[config.mk]
export PLATFORM = sky130hd
export DESIGN_NAME = raster_line_irq
export DESIGN_NICKNAME = d
export VERILOG_FILES = /design/src/rtl/raster_line_irq.sv
export SDC_FILE = /design/constraint.sdc
export NUM_CORES = 1
export LEC_CHECK = 0
export BUFFER_PORTS_ARGS = -buffer_cell sky130_fd_sc_hd__buf_2
export CAP_MARGIN = 10
export CORE_MARGIN = 1.5
export CORE_UTILIZATION = 55
export CTS_CLUSTER_DIAMETER = 40
export CTS_CLUSTER_SIZE = 28
export DETAILED_ROUTE_END_ITERATION = 8
export GPL_ROUTABILITY_DRIVEN = 0
export PLACE_DENSITY = 0.83
export SLEW_MARGIN = 40
export SYNTH_ARGS = -nofsm -noshare
export SYNTH_HDL_FRONTEND = slang
export SYNTH_SLANG_ARGS = --single-unit
[constraint.sdc]
create_clock -name clk -period 3.55 [get_ports clk]
set_input_delay 0.5325 -clock clk [delete_from_list [all_inputs] [get_ports clk]]
set_output_delay 0.5325 -clock clk [all_outputs]
set_load 0.05 [all_outputs]
[src/rtl/raster_line_irq.sv]
module raster_line_irq #(
  parameter int H_ACTIVE = 640,
  parameter int H_FP     = 16,
  parameter int H_SYNC   = 96,
  parameter int H_BP     = 48,
  parameter int V_ACTIVE = 480,
  parameter int V_FP     = 10,
  parameter int V_SYNC   = 2,
  parameter int V_BP     = 33,
  parameter int TGT_W    = 10,
  localparam int H_TOTAL = H_ACTIVE + H_FP + H_SYNC + H_BP,
  localparam int V_TOTAL = V_ACTIVE + V_FP + V_SYNC + V_BP,
  localparam int XW      = $clog2(H_TOTAL),
  localparam int YW      = $clog2(V_TOTAL)
) (
  input  logic             clk,
  input  logic             rst,
  input  logic             pix_en,
  input  logic             reg_wr,
  input  logic [1:0]       reg_addr,
  input  logic [TGT_W-1:0] reg_wdata,
  output logic [TGT_W-1:0] reg_rdata,
  output logic             hsync_n,
  output logic             vsync_n,
  output logic             active,
  output logic [XW-1:0]    x,
  output logic [YW-1:0]    y,
  output logic             irq
);
  localparam int HS_LO = H_ACTIVE + H_FP;
  localparam int HS_HI = HS_LO + H_SYNC;
  localparam int VS_LO = V_ACTIVE + V_FP;
  localparam int VS_HI = VS_LO + V_SYNC;

  logic [XW-1:0]    xc;
  logic [YW-1:0]    yc;
  logic [TGT_W-1:0] tgt;
  logic [1:0]       en;
  logic [1:0]       st;
  logic [1:0]       clr;
  logic             x_last, y_last, line_hit, vb_hit;

  assign x_last   = xc == XW'(H_TOTAL - 1);
  assign y_last   = yc == YW'(V_TOTAL - 1);
  assign line_hit = pix_en && xc == XW'(H_ACTIVE - 1) && TGT_W'(yc) == tgt
                    && tgt < TGT_W'(V_ACTIVE);
  assign vb_hit   = pix_en && x_last && yc == YW'(V_ACTIVE - 1);
  assign clr      = (reg_wr && reg_addr == 2'd2) ? reg_wdata[1:0] : 2'b00;

  always_ff @(posedge clk) begin
    if (rst) begin
      xc <= '0;
      yc <= '0;
    end else if (pix_en) begin
      xc <= x_last ? '0 : xc + 1'b1;
      if (x_last) yc <= y_last ? '0 : yc + 1'b1;
    end
  end

  always_ff @(posedge clk) begin
    if (rst) begin
      tgt <= '0;
      en  <= '0;
      st  <= '0;
    end else begin
      if (reg_wr && reg_addr == 2'd0) tgt <= reg_wdata;
      if (reg_wr && reg_addr == 2'd1) en <= reg_wdata[1:0];
      st <= (st & ~clr) | {line_hit, vb_hit};
    end
  end

  always_comb begin
    case (reg_addr)
      2'd0:    reg_rdata = tgt;
      2'd1:    reg_rdata = TGT_W'(en);
      2'd2:    reg_rdata = TGT_W'(st);
      default: reg_rdata = '0;
    endcase
  end

  assign hsync_n = !(xc >= XW'(HS_LO) && xc < XW'(HS_HI));
  assign vsync_n = !(yc >= YW'(VS_LO) && yc < YW'(VS_HI));
  assign active  = xc < XW'(H_ACTIVE) && yc < YW'(V_ACTIVE);
  assign x       = xc;
  assign y       = yc;
  assign irq     = |(st & en);

  assert_hold_R1: assert property (@(posedge clk) disable iff (rst)
    !pix_en |=> ($stable(xc) && $stable(yc)));
  assert_step_R1: assert property (@(posedge clk) disable iff (rst)
    (pix_en && !x_last) |=> (xc == $past(xc) + 1'b1 && $stable(yc)));
  assert_wrap_R2: assert property (@(posedge clk) disable iff (rst)
    (pix_en && x_last) |=> (xc == '0 && (yc == $past(yc) + 1'b1 || yc == '0)));
  assert_hsync_edge_R3: assert property (@(posedge clk) disable iff (rst)
    $fell(hsync_n) |-> xc == XW'(HS_LO));
  assert_line_pos_R6: assert property (@(posedge clk) disable iff (rst)
    $rose(st[1]) |-> (xc == XW'(H_ACTIVE) && TGT_W'(yc) == $past(tgt)));
  assert_line_range_R7: assert property (@(posedge clk) disable iff (rst)
    $rose(st[1]) |-> $past(tgt) < TGT_W'(V_ACTIVE));
  assert_vb_pos_R8: assert property (@(posedge clk) disable iff (rst)
    $rose(st[0]) |-> (xc == '0 && yc == YW'(V_ACTIVE)));
  assert_reset_R11: assert property (@(posedge clk)
    rst |=> (xc == '0 && yc == '0 && st == 2'b00 && en == 2'b00));
endmodule

* Word level (Yosys, flattened, before mapping)
Index checks and enable logic that the tools add are counted.
** Storage, ports and cells
- Register bits after elaboration :: 34
- Output and inout port bits :: 34
- Word-level logic and storage cells :: 45
** Operators by class
- $add $sub $neg :: 2
- Order comparisons :: 7
- Equal/unequal tests :: 7
- Mux-type cells :: 4
- Bitwise operators :: 4
- Reduce and logical (&&, ||, !) cells :: 16
** Operator list (number)
- 10-bit equality test (second input constant) :: 3
- 10-bit by 9-bit less-than comparator with 1-bit output (second input constant) :: 3
- 10-bit case mux with 3 select lines :: 1
- 10-bit by 1-bit adder with 10-bit output (second input constant) :: 2
- 10-bit less-than comparator (second input constant) :: 2
- 10-bit 2-to-1 mux :: 2
- 1-bit logical AND :: 11
- 10-bit equality test :: 1
- 10-bit by 9-bit equality test with 1-bit output (second input constant) :: 1
- 10-bit >= comparator (second input constant) :: 1
- 10-bit by 9-bit >= comparator with 1-bit output (second input constant) :: 1
- 2-bit bitwise AND :: 2
- 2-bit by 1-bit equality test with 1-bit output (second input constant) :: 1
- 2-bit equality test (second input constant) :: 1
- 1-bit logical NOT :: 2
- 2-bit logical NOT :: 1
- 2-bit 2-to-1 mux :: 1
- 2-bit inverter :: 1
- 2-bit OR :: 1
- 2-bit AND reduction :: 1
- 2-bit OR reduction :: 1

* Longest topological paths before layout
- Word-level depth :: 6
- Mapped depth :: 6

* Least setup slack after synthesis
OpenSTA, ideal clock, no wires.
- Kind :: register -> output
- Start point :: register yc[7], in the netlist y[7]
- End point :: output active
- Data arrival time :: 1.961 ns
- Setup slack :: 1.056 ns
- Cell stages (with the launch flop) :: 4
- Path buffers :: 0
- Cell sequence :: dfxtp_1 nand2_1 nor2_1 a211oi_1
** On the way
- Longest elaborated chain between the ends :: 2
** Ends and longest elaborated chain
- start: declaration :: RTL line 36 : logic [YW-1:0] yc;
- start signal: assignment :: RTL line 56 : if (x_last) yc <= y_last ? '0 : yc + 1'b1;
- 10-bit by 9-bit less-than comparator with 1-bit output :: RTL line 83 : assign active = xc < XW'(H_ACTIVE) && yc < YW'(V_ACTIVE);
- 1-bit logical AND :: RTL line 83
- end: declaration :: RTL line 25 : output logic active,
No other way between the ends.

* Final worst setup path
- Start point :: register xc[0], in the netlist x[0]
- End point :: register yc[9], in the netlist y[9]
** On the way
- Longest elaborated chain between the ends :: 2
** Ends and longest elaborated chain
- start: declaration :: RTL line 35 : logic [XW-1:0] xc;
- start signal: assignment :: RTL line 55 : xc <= x_last ? '0 : xc + 1'b1;
- 10-bit equality test :: RTL line 43 : assign x_last = xc == XW'(H_TOTAL - 1);
- 2-bit AND reduction (no line)
No other way between the ends.
A chain may end at the register's enable or synchronous reset.

==> results.md <==
* CP Data Required Time at 3.82 ns
* Startpoint types: flop
* Clock-pin slew on the worst setup and hold paths at 0.11 ns
* ANT nets after route at 0
* Kind of critical path: reg -> reg
* First-pass GRT wire length at 6620 microns
* Die Y at 60.1 microns
* Primary FF master, synth: dfxtp_1
* Delay-heaviest family, CP: simple AND/OR/NAND/NOR gates
* Die area at 3610 sq um
* Largest family of logic cells by synthesized area: simple AND/OR/NAND/NOR gates
* Area Overhead vs Synth at 19.6%
* Design area at 2140 sq um
* Post-DP HPWL at 2880 microns
* WP data arrival at 2.50 ns
* WP buf/inv at 0
* Initial drt markers at 61
* RSZ-0062 raised after global routing: false
* Crit-path max cell delay at 0.67 ns
* Worst Tran Pin Value at 0.588 ns
* Final min period at 2.24 ns
* Top Ports at 50
* Number of port buffers at 49
* Drt first pass iters at 4
* Initial Util at 58.2%
* Clk sinks at 34
* Seq/Total Area, Yosys at 38.0%
* Hold WC Path Type: in -> reg
* Compound-gate portion of the synthesized area at 12.1%
* Skew-Pair Late Insertion Delay at 0.34 ns
* Warnings from Yosys at 0
* Post-Synth XOR/XNOR Area at 8.80%
* H-tree depth at 2
* Diode count at 0
* Grt ovf at 0
* Mean Syn Cell Area at 8.22 sq um
* Leak pwr at 0.863 nW
* Final TNS setup at 0 ns
* Slew Viols, Final at 0
* Number of max-cap violations at 0
* Max Clock Skew at 0.0119 ns
* Worst path slowest cell: or4_1
* CP Cell Sequence: ha_1, nand4_4, or4_1, or4_1, a21oi_1
* Adder-cell share of the synthesized area at 3.49%
* Yosys cell types at 40
* Via count at 1736
* Hold buffer count at cts at 0
* Setup Viol. Count Final at 0
* Synth Net Count at 239
* Run status: finished, final reports clean
* CTS root buf: clkbuf_4
* Post-CTS setup buffer count at 0
* Synthesized area at 1790 sq um
* Number of synthesized flops with an enable pin at 0
* Vias in the first global route at 1504
* Yosys reg bits at 34
* Max frequency at 0.447 GHz
* Post_cts resized at 0
* Final Hold Fails at 0
* Layout cells sized above 1 at 22.1%
* Placed instance area at 2060 sq um
* Leading cell type in the layout, fill and taps excluded: buf_2
* Initial antenna violation count at 0
* DR WL/cell at 12.9 microns
* Num CTS Buffers at 5
* Most frequent cells in the layout: 49 x buf_2, 34 x nand2_1, 34 x dfxtp_1
* TritonCTS clock tree: done
* Row count at 20
* Async SR Flop Fraction at 0%
* Top cell by count, worst path: or4_1
* DR DRC count at 0
* Global Route Usage Sum at 24.6%
* Final WL at 4000 microns
* Simple-Gate Fraction of Synth Area at 31.6%
* Final nets at 287
* Max FO, Critical Path at 10
* Via density at 5.58
* Crit path capture type: flop
* Final worst-path cycle share at 63.0%
* PD cells at 348 nW/um^2
* Maximum root-to-sink buffer count at 2
* Worst IR drop on VDD at 0.000293 V
* Synthesized instance count at 218
* Die X-Extent at 60.1 microns
* Relative max-transition margin at 60.5%
* Core Footprint at 3080 sq um
* Largest net degree at the start of global routing at 30
* Mux cell area share after synthesis at 2.79%
==> metrics by stage <==
step / hold slack, ns / util (%) / std cells / worst slack (ns) / total power, mW
final: 0.414 / 69.6 / 311 / 1.31 / 0.746
after floorplan: 0.445 / - / 218 / 1.06 / 0.454
after CTS: 0.399 / 69.6 / 311 / 1.31 / 0.752
after global placement: 0.459 / 67.1 / 303 / 1.32 / 0.476
after global routing: 0.409 / 69.6 / 311 / 1.16 / 0.777
after detailed placement: 0.467 / 67.1 / 303 / 1.30 / 0.477
==> cells in the mapped netlist (2+ instances only) <==
master	instances	area share [%]
dfxtp_1	34	38
nand2_1	34	7.1
a21oi_1	19	5.3
nand3_1	11	3.1
xnor2_1	11	5.4
nor3_1	10	2.8
and2_1	9	3.1
nor2_1	8	1.7
clkbuf_1	7	1.5
o21ai_0	7	2.0
xor2_1	7	3.4
inv_1	6	1.3
ha_1	5	3.5
mux2i_1	5	2.8
or3_1	5	1.7
or4_1	5	2.1
nand4_1	3	1.0
nor4_1	3	1.0
and4_1	2	0.98
nand2b_1	2	0.70
nand3b_1	2	0.84
nand4b_1	2	0.98
nor2b_1	2	0.70
nor4b_1	2	0.98
o31ai_1	2	0.84
==> state kept, by name, summed over array words and instances (netlist names) <==
signal / cells
st: 2
tgt: 10
en: 2
x: 10
y: 10
==> layout make-up <==
| type | count | area (sq um) |
|---|---|---|
| clock buffers | 5 | 37.5 |
| clock inverters | 3 | 40.0 |
| fillers | 287 | 936 |
| inverters | 6 | 22.5 |
| multi-input cells | 169 | 1050 |
| flip-flops and latches | 34 | 681 |
| well taps | 44 | 55.1 |
| repair buffers | 50 | 253 |
==> worst reg2reg max path, stage by stage (launching register included) <==
cell and delay [ns]:
dfxtp_1 0.42, ha_1 0.24, nand4_4 0.19, or4_1 0.67, or4_1 0.50, a21oi_1 0.14
==> final timing paths <==
check | end | cells after the start | slack (ns) | start
setup / recovery | y[9] | 5 | 1.31 | x[0]
hold / removal | tgt[9] | 3 | 0.41 | reg_wdata[9]
setup reg to reg | y[9] | 5 | 1.31 | x[0]
hold reg to reg | st[0] | 2 | 0.48 | st[0]
==> routing by layer <==
layer,up-vias,GRT usage (%),share of wire [%]
met5,-,0,0
met4,0,10.2,1.7
met3,6,6.93,7.1
met2,64,36.8,44
met1,797,33.3,48
li1,869,-,-
==> cells by family (layout without fill, tap and decap cells) <==
family | count (synthesis) | in the layout
buffers and inverters | 15 | 64
muxes | 5 | 5
xor gates and xnor gates | 18 | 18
AOI/OAI and AO/OA | 37 | 37
adders and majority gates | 5 | 5
and+or+nand+nor | 104 | 104
DFF | 34 | 34
==> where the power goes <==
part           leakage, nW  internal, mW  switching, mW  total (mW)
clock               0.0450         0.146          0.132       0.277
combinational        0.543        0.0239         0.0452      0.0691
sequential           0.275         0.389         0.0105       0.400
total                0.863         0.559          0.187       0.746
No activity file was read; power rests on OpenSTA's default activity.
